`src/rtl/trig_pkg.sv`:
```
package trig_pkg;
  typedef enum logic [1:0] {
    ST_IDLE  = 2'd0,
    ST_WRITE = 2'd1,
    ST_WAIT  = 2'd2,
    ST_DONE  = 2'd3
  } trig_state_e;
endpackage

```
`src/rtl/trig_index.sv`:
```
module trig_index #(
  parameter int ADDR_W = 6
) (
  input  logic              clk_i,
  input  logic              rst_ni,
  input  logic              load_i,
  input  logic [ADDR_W:0]   cnt_i,
  input  logic              inc_i,
  output logic [ADDR_W-1:0] idx_o,
  output logic [ADDR_W:0]   cnt_o,
  output logic              last_o
);
  logic [ADDR_W-1:0] idx_q;
  logic [ADDR_W:0]   cnt_q;

  always_ff @(posedge clk_i or negedge rst_ni) begin
    if (!rst_ni) begin
      idx_q <= '0;
      cnt_q <= '0;
    end else if (load_i) begin
      idx_q <= '0;
      cnt_q <= cnt_i;
    end else if (inc_i) begin
      idx_q <= idx_q + 1'b1;
    end
  end

  assign idx_o  = idx_q;
  assign cnt_o  = cnt_q;
  assign last_o = ({1'b0, idx_q} == cnt_q - 1'b1);
endmodule

```
`src/rtl/trig_timer.sv`:
```
module trig_timer #(
  parameter int DLY_W      = 8,
  parameter int CYC_PER_US = 4
) (
  input  logic             clk_i,
  input  logic             rst_ni,
  input  logic             load_i,
  input  logic [DLY_W-1:0] dly_i,
  output logic             zero_o,
  output logic             end_o
);
  localparam int TMR_W = DLY_W + $clog2(CYC_PER_US + 1);

  logic [TMR_W-1:0] cnt_q;

  always_ff @(posedge clk_i or negedge rst_ni) begin
    if (!rst_ni) begin
      cnt_q <= '0;
    end else if (load_i) begin
      cnt_q <= TMR_W'(dly_i) * TMR_W'(CYC_PER_US);
    end else if (cnt_q != '0) begin
      cnt_q <= cnt_q - 1'b1;
    end
  end

  assign zero_o = (dly_i == '0);
  // high in the final cycle of the hold window
  assign end_o  = (cnt_q == TMR_W'(1));
endmodule

```
`src/rtl/trig_fsm.sv`:
```
module trig_fsm
  import trig_pkg::*;
(
  input  logic        clk_i,
  input  logic        rst_ni,
  input  logic        start_i,
  input  logic        cnt_zero_i,
  input  logic        last_i,
  input  logic        dly_zero_i,
  input  logic        wait_end_i,
  output logic        idx_load_o,
  output logic        idx_inc_o,
  output logic        tmr_load_o,
  output logic        wr_o,
  output logic        done_o
);
  trig_state_e state_q, state_d;

  always_ff @(posedge clk_i or negedge rst_ni) begin
    if (!rst_ni) state_q <= ST_IDLE;
    else         state_q <= state_d;
  end

  always_comb begin
    state_d    = state_q;
    idx_load_o = 1'b0;
    idx_inc_o  = 1'b0;
    tmr_load_o = 1'b0;
    unique case (state_q)
      ST_IDLE: begin
        if (start_i) begin
          idx_load_o = 1'b1;
          state_d    = cnt_zero_i ? ST_DONE : ST_WRITE;
        end
      end
      ST_WRITE: begin
        tmr_load_o = 1'b1;
        if (dly_zero_i) begin
          if (last_i) state_d = ST_DONE;
          else        idx_inc_o = 1'b1;
        end else begin
          state_d = ST_WAIT;
        end
      end
      ST_WAIT: begin
        if (wait_end_i) begin
          if (last_i) begin
            state_d = ST_DONE;
          end else begin
            idx_inc_o = 1'b1;
            state_d   = ST_WRITE;
          end
        end
      end
      ST_DONE: state_d = ST_IDLE;
      default: state_d = ST_IDLE;
    endcase
  end

  assign wr_o   = (state_q == ST_WRITE);
  assign done_o = (state_q == ST_DONE);
endmodule

```
`src/rtl/trig_gen.sv`:
```
module trig_gen #(
  parameter int BYTE_W     = 8,
  parameter int ADDR_W     = 6,
  parameter int REG_W      = 3,
  parameter int CYC_PER_US = 4
) (
  input  logic                clk_i,
  input  logic                rst_ni,
  input  logic                start_i,
  input  logic [REG_W-1:0]    reg_sel_i,
  input  logic [ADDR_W:0]     pair_cnt_i,
  output logic [ADDR_W-1:0]   mem_addr_o,
  input  logic [2*BYTE_W-1:0] mem_data_i,
  output logic                wr_o,
  output logic [REG_W-1:0]    wr_addr_o,
  output logic [BYTE_W-1:0]   wr_data_o,
  output logic                done_o
);
  logic              idx_load, idx_inc, tmr_load;
  logic              last, dly_zero, wait_end;
  logic [ADDR_W:0]   pair_cnt_q;
  logic [REG_W-1:0]  reg_sel_q;
  logic [BYTE_W-1:0] word_val, word_dly;

  assign word_val = mem_data_i[BYTE_W-1:0];
  assign word_dly = mem_data_i[2*BYTE_W-1:BYTE_W];

  trig_fsm u_fsm (
    .clk_i      (clk_i),
    .rst_ni     (rst_ni),
    .start_i    (start_i),
    .cnt_zero_i (pair_cnt_i == '0),
    .last_i     (last),
    .dly_zero_i (dly_zero),
    .wait_end_i (wait_end),
    .idx_load_o (idx_load),
    .idx_inc_o  (idx_inc),
    .tmr_load_o (tmr_load),
    .wr_o       (wr_o),
    .done_o     (done_o)
  );

  trig_index #(.ADDR_W(ADDR_W)) u_index (
    .clk_i  (clk_i),
    .rst_ni (rst_ni),
    .load_i (idx_load),
    .cnt_i  (pair_cnt_i),
    .inc_i  (idx_inc),
    .idx_o  (mem_addr_o),
    .cnt_o  (pair_cnt_q),
    .last_o (last)
  );

  trig_timer #(.DLY_W(BYTE_W), .CYC_PER_US(CYC_PER_US)) u_timer (
    .clk_i  (clk_i),
    .rst_ni (rst_ni),
    .load_i (tmr_load),
    .dly_i  (word_dly),
    .zero_o (dly_zero),
    .end_o  (wait_end)
  );

  always_ff @(posedge clk_i or negedge rst_ni) begin
    if (!rst_ni)       reg_sel_q <= '0;
    else if (idx_load) reg_sel_q <= reg_sel_i;
  end

  assign wr_addr_o = reg_sel_q;
  assign wr_data_o = wr_o ? word_val : '0;
endmodule

```
`config.mk`:
```
export PLATFORM = sky130hd
export DESIGN_NAME = trig_gen
export DESIGN_NICKNAME = d
export VERILOG_FILES = /design/src/rtl/trig_pkg.sv /design/src/rtl/trig_index.sv /design/src/rtl/trig_timer.sv /design/src/rtl/trig_fsm.sv /design/src/rtl/trig_gen.sv
export SDC_FILE = /design/constraint.sdc
export NUM_CORES = 1
export LEC_CHECK = 0
export CAP_MARGIN = 15
export CORE_MARGIN = 8
export CORE_UTILIZATION = 31
export CTS_CLUSTER_SIZE = 8
export DETAILED_ROUTE_END_ITERATION = 10
export DONT_BUFFER_PORTS = 1
export SYNTH_ARGS = -nofsm -noshare
export SYNTH_HDL_FRONTEND = slang
export SYNTH_HIERARCHICAL = 1
export SYNTH_SLANG_ARGS = --single-unit
export TNS_END_PERCENT = 100
```
`constraint.sdc`:
```
create_clock -name clk_i -period 3.2 [get_ports clk_i]
set_clock_uncertainty 0.1 [all_clocks]
set_input_delay 0.32 -clock clk_i [delete_from_list [all_inputs] [get_ports clk_i]]
set_output_delay 0.32 -clock clk_i [all_outputs]
set_load 0.005 [all_outputs]
```
Yosys cells after proc, flatten, opt, wreduce, memory -nomap -nowiden --
Index checks and enable logic that the tools add are counted. W data, S select, Z words.
Operators by class: reductions and logical operators 7, bitwise logic cells 0, shift-type cells 0, eq/ne operators 8, magnitude comparators 0, add/sub/neg operators 3, multipliers 0, div/mod/pow operators 0, mux-type cells 19
Operators with widths (number):
- $mux W11 | 2
- $mux W2 | 6
- $mux W6 | 2
- $eq A11 B1 Y1 const B | 1
- $reduce_bool A11 Y1 | 1
- $sub A11 B1 Y11 const B | 1
- $logic_not A8 Y1 | 1
- $mux W8 | 1
- $pmux W2 S4 | 1
- $eq A6 B7 Y1 | 1
- $logic_not A7 Y1 | 1
- $sub A7 B1 Y7 const B | 1
- $add A6 B1 Y6 const B | 1
- $mux W1 | 6
- $eq A2 B2 Y1 const B | 2
- $reduce_bool A2 Y1 | 2
- $ne A3 B3 Y1 const B | 1
- $reduce_and A3 Y1 | 1
- $eq A2 B1 Y1 const B | 1
- $logic_not A2 Y1 | 1
- $ne A2 B1 Y1 const B | 1
- $ne A2 B2 Y1 const B | 1
- $pmux W1 S2 | 1
Storage, ports and cells: memories 0, ROM bits 0, register bits 29, bits of input ports 29, bits in latches 0, memory bits (writable) 0

Longest topological paths before layout --
word-level depth 7, gate-level depth with buffers 10

Cells and area by module --
Netlist, hierarchy kept.
By module, submodules not included:
- trig_index | instances 1, seq. area each 325.3 sq um, cells each 70, area each 724.4 sq um
- trig_timer | instances 1, seq. area each 275.3 sq um, cells each 67, area each 668.1 sq um
- trig_fsm | instances 1, seq. area each 50.0 sq um, cells each 24, area each 250.2 sq um
- trig_gen | instances 1, seq. area each 75.1 sq um, cells each 16, area each 182.7 sq um

Worst setup path before layout --
Ideal clock, no wire load.
path type reg-to-reg, start point register u_index.cnt_q[2] (netlist: u_index/cnt_o[2]), end point register u_index.idx_q[5] (netlist: u_index/idx_o[5]), arrival 2617 ps, setup slack 405 ps, clock period less this slack 2795 ps, cell stages (with the launch flop) 9, cell sequence dfrtp_1 > or3_4 > o31ai_1 > a21oi_1 > o311a_1 > nor3b_1 > nand4_1 > or3_1 > a21oi_1
On the way: longest elaborated chain between the ends 6, elaborated cells on any way between the ends 7, classes of those cells add/sub: 1; eq/ne: 1; mux: 4; reduce/logical: 1
Ends and longest elaborated chain:
- from (decl) | line trig_index.sv:14 | logic [ADDR_W:0] cnt_q;
- from (signal assigned) | line trig_index.sv:22 | cnt_q <= cnt_i;
- $sub A7 B1 Y7 (*) | line trig_index.sv:30 | assign last_o = ({1'b0, idx_q} == cnt_q - 1'b1);
- $eq A6 B7 Y1 (*) | line trig_index.sv:30
- net last | line trig_gen.sv:20 | logic last, dly_zero, wait_end;
- $mux W1 (*) | line trig_fsm.sv:39, trig_fsm.sv:47
- $mux W1 (on tied branches) | line trig_fsm.sv:46, trig_fsm.sv:38
- $pmux W1 S2 (*) | line trig_fsm.sv:29 | unique case (state_q)
- net idx_inc | line trig_gen.sv:19 | logic idx_load, idx_inc, tmr_load;
- $reduce_bool A2 Y1 (no line) (*)
- to (signal assigned) | line trig_index.sv:24 | idx_q <= idx_q + 1'b1;
- to (decl) | line trig_index.sv:13 | logic [ADDR_W-1:0] idx_q;
The timed path passes the listed nets; every way through them passes the cells marked *. A chain may end at the register's enable or synchronous reset.

Final worst setup path --
Same ends and word-level chain as after synthesis.

==> out/metrics.csv <==
stage,metric,value,unit
status,outcome,"complete, no violations",
timing,Tcrit/Tclk final,85.7,%
cts,CTS max path bufs,2,
worst_hold_path,type of the worst min-delay path,in -> reg,
critical_path,CP Capture Type,flop,
yosys,Post-synth EDFFs,0,
route,DRC errors left,0,
timing,fin. max-slew vios,0,
global_routing,first-pass GRT wire length,6550,um
route,routed vias,1277,
critical_path,worst-case reg-to-reg path depth,8,
floorplan,DIE WIDTH,92.7,um
final_layout,multi-input logic area,1050,um^2
placed_design,placed cell count,249,
floorplan,I/O pin total,48,
timing,actual transition at the worst max-transition pin,0.737,ns
yosys,synthesized area,1830,um^2
final_layout,Fillers,592,
final_layout,share of post-route cells with drive strength above 1,18.5,%
flow_run,Max-Cap Viols,0,
cts,CTS sink cnt,29,
global_routing,Total GRT Usage,9.58,%
yosys,Unique masters post-synth,44,
critical_path,"Max FO, Critical Path",5,
yosys,Post-Syn Area per Cell,10.3,um^2
final_layout,n_diodes,0,
floorplan,Die H,92.7,um
critical_path,arrival time worst endpoint,2.85,ns
placed_design,port bufs,0,
power,VDD IR-drop max,318,uV
route,Final ANT Viol Nets,0,
timing,Sum Neg Setup Slack,0,ns
worst_hold_path,Hold Path Depth,2,
critical_path,critical path class,reg -> reg,
timing,Min Hold Slack,0.0681,ns
global_routing,total grt overflow,0,
final_layout,most frequent cells in the layout,"dfrtp_1, nor2_1, xnor2_1",
timing,Slew HR,50.8,%
cts,Post-CTS Repair Setup Buffers,0,
final_layout,Post-Layout Cell Count,259,
global_routing,largest net degree at the start of global routing,30,
route,Via density,4.93,
route,Post-Route M1 WL,1790,um
floorplan,row cnt,28,
timing,endpoints failing hold,0,
route,per-cell routed wire length,15.6,um
timing,Final Critical Period,2.74,ns
timing,RSZ-0062 raised after global routing,no,
timing,Peak Freq,365,MHz
global_routing,vias in the first global route,1284,
route,met2 wire length,1910,um
critical_path,CP Data Required Time,3.30,ns
cts,Post-CTS Resized,0,
timing,Final setup viols,0,
yosys,syn_nets,215,
yosys,Synthesis Warnings,6,
floorplan,core footprint,5820,um^2
final_layout,Layout area overhead,10.9,%
power,Leak,0.818,nW
cts,clk_lat worst skew,0.28,ns
yosys,Synth Register Bits,29,
floorplan,Die Area,8600,um^2
cts,number of CTS-inserted buffers,5,
yosys,"FFs w/ async S/R, synth",100,%
route,final wirelength,4030,um
global_routing,initial antenna violation count,0,
yosys,top_reg_cell synth,dfrtp_1,
cts,CTS tree,done,
yosys,synthesized instance count,177,
placed_design,gpl congestion,0.762,
critical_path,CP startpoint kind,flop,
final_layout,final net count,221,
power,pwr dens,910,nW/um^2
cts,# hold bufs at CTS,2,
cts,H-tree depth,2,
route,max layer used,met4,
placed_design,Detailed Place HPWL,3030,um
cts,"CTS clk-pin slew, worst paths",0.06,ns
floorplan,Initial Utilization,31.4,%
final_layout,register area,726,um^2
route,Initial DRC Count,53,
yosys,post-synthesis sequential area ratio,39.8,%
route,met3 wire length,302,um
route,first-pass iteration count of the detailed router,4,
final_layout,"commonest non-fill, non-tap cell in the layout",dfrtp_1,
cts,clock root buffer master,clkbuf_8,
## logic make-up after synthesis
family | after synthesis | synth area share, %
XOR/XNOR | 18 | 8.64
AND/OR/NAND/NOR | 69 | 23.2
multiplexers | 12 | 7.13
buffers and inverters | 12 | 2.67
adder cells (fa/ha/maj) | 9 | 6.17
flip-flops | 29 | 39.8
AO/OA/AOI/OAI | 28 | 12.4
## stage by stage
stage | worst slack, ns | util (%) | area (um^2) | power [mW]
3_3_place_gp | 0.588 | 32.9 | 1910 | 1.54
4_1_cts | 0.451 | 34.8 | 2020 | 1.86
2_1_floorplan | 0.405 | - | 1830 | 1.39
6_report | 0.458 | 34.8 | 2020 | 1.84
3_5_place_dp | 0.487 | 32.9 | 1910 | 1.55
5_1_grt | 0.295 | 34.8 | 2020 | 2.00
## flip-flops by register name, summed over array words and instances, names as in the netlist
register       count
wr_addr_o          3
u_index/cnt_o      7
u_fsm/state_q      2
u_index/idx_o      6
u_timer/cnt_q     11
## final timing paths
kind	startpoint	end	slack, ns
max	u_index/cnt_o[2]$_DFFE_PN0P_	u_index/idx_o[5]$_DFFE_PN0P_	0.46
min	mem_data_i[14]	u_timer/cnt_q[8]$_DFFE_PN0P_	0.07
max reg2reg	u_index/cnt_o[2]$_DFFE_PN0P_	u_index/idx_o[5]$_DFFE_PN0P_	0.46
min reg2reg	wr_addr_o[1]$_DFFE_PN0P_	wr_addr_o[1]$_DFFE_PN0P_	0.44
max in group asynchronous	rst_ni	u_timer/cnt_q[8]$_DFFE_PN0P_	2.46
min in group asynchronous	rst_ni	u_timer/cnt_q[4]$_DFFE_PN0P_	0.38
## synthesized netlist by cell type, types with 3 or more instances
master     n  area (um^2)
nand2_1   12         45.0
a21oi_1    3         15.0
xnor2_1   13          114
nand2b_1   3         18.8
mux2i_1    4         40.0
and2_1     9         56.3
o21ai_1    3         15.0
o21ai_0    3         15.0
or4_1      3         22.5
nor3_1     3         15.0
nor3b_1    4         30.0
xor2_1     5         43.8
o31ai_1    4         30.0
dfrtp_1   29          726
a211oi_1   3         22.5
a22o_1     4         35.0
clkbuf_1   4         15.0
nor2_1    15         56.3
nand3_1    3         15.0
inv_1      7         26.3
mux2_2     8         90.1
ha_1       9          113
## power by group
group	internal, mW	total (mW)	leakage (nW)	switching [mW]
logic	0.431	0.846	0.411	0.414
registers	0.514	0.707	0.363	0.194
clock network	0.150	0.290	0.0450	0.139
## layout make-up
class | instances | area share [%]
clock buffers | 6 | 3.58
clock inverters | 2 | 0.494
inverters | 7 | 1.30
multi-input cells | 136 | 51.9
flip-flops and latches | 29 | 35.8
well taps | 75 | 4.64
repair buffers | 4 | 2.22
## worst max-delay path, stage by stage, from the launching register on
cell and delay (ns):
dfrtp_1 0.42, or3_4 0.42, o31ai_1 0.23, a21oi_1 0.10, o311a_1 0.39, nor3b_1 0.28
nand4_1 0.20, or3_1 0.39, a21oi_1 0.14
## routing by layer
layer  track usage, %  up-vias
met3             5.18        2
met5                0        -
met4             2.55        0
met1             11.2      605
met2             15.0       30
li1                 -      640
(Power assumes the default switching activity.)
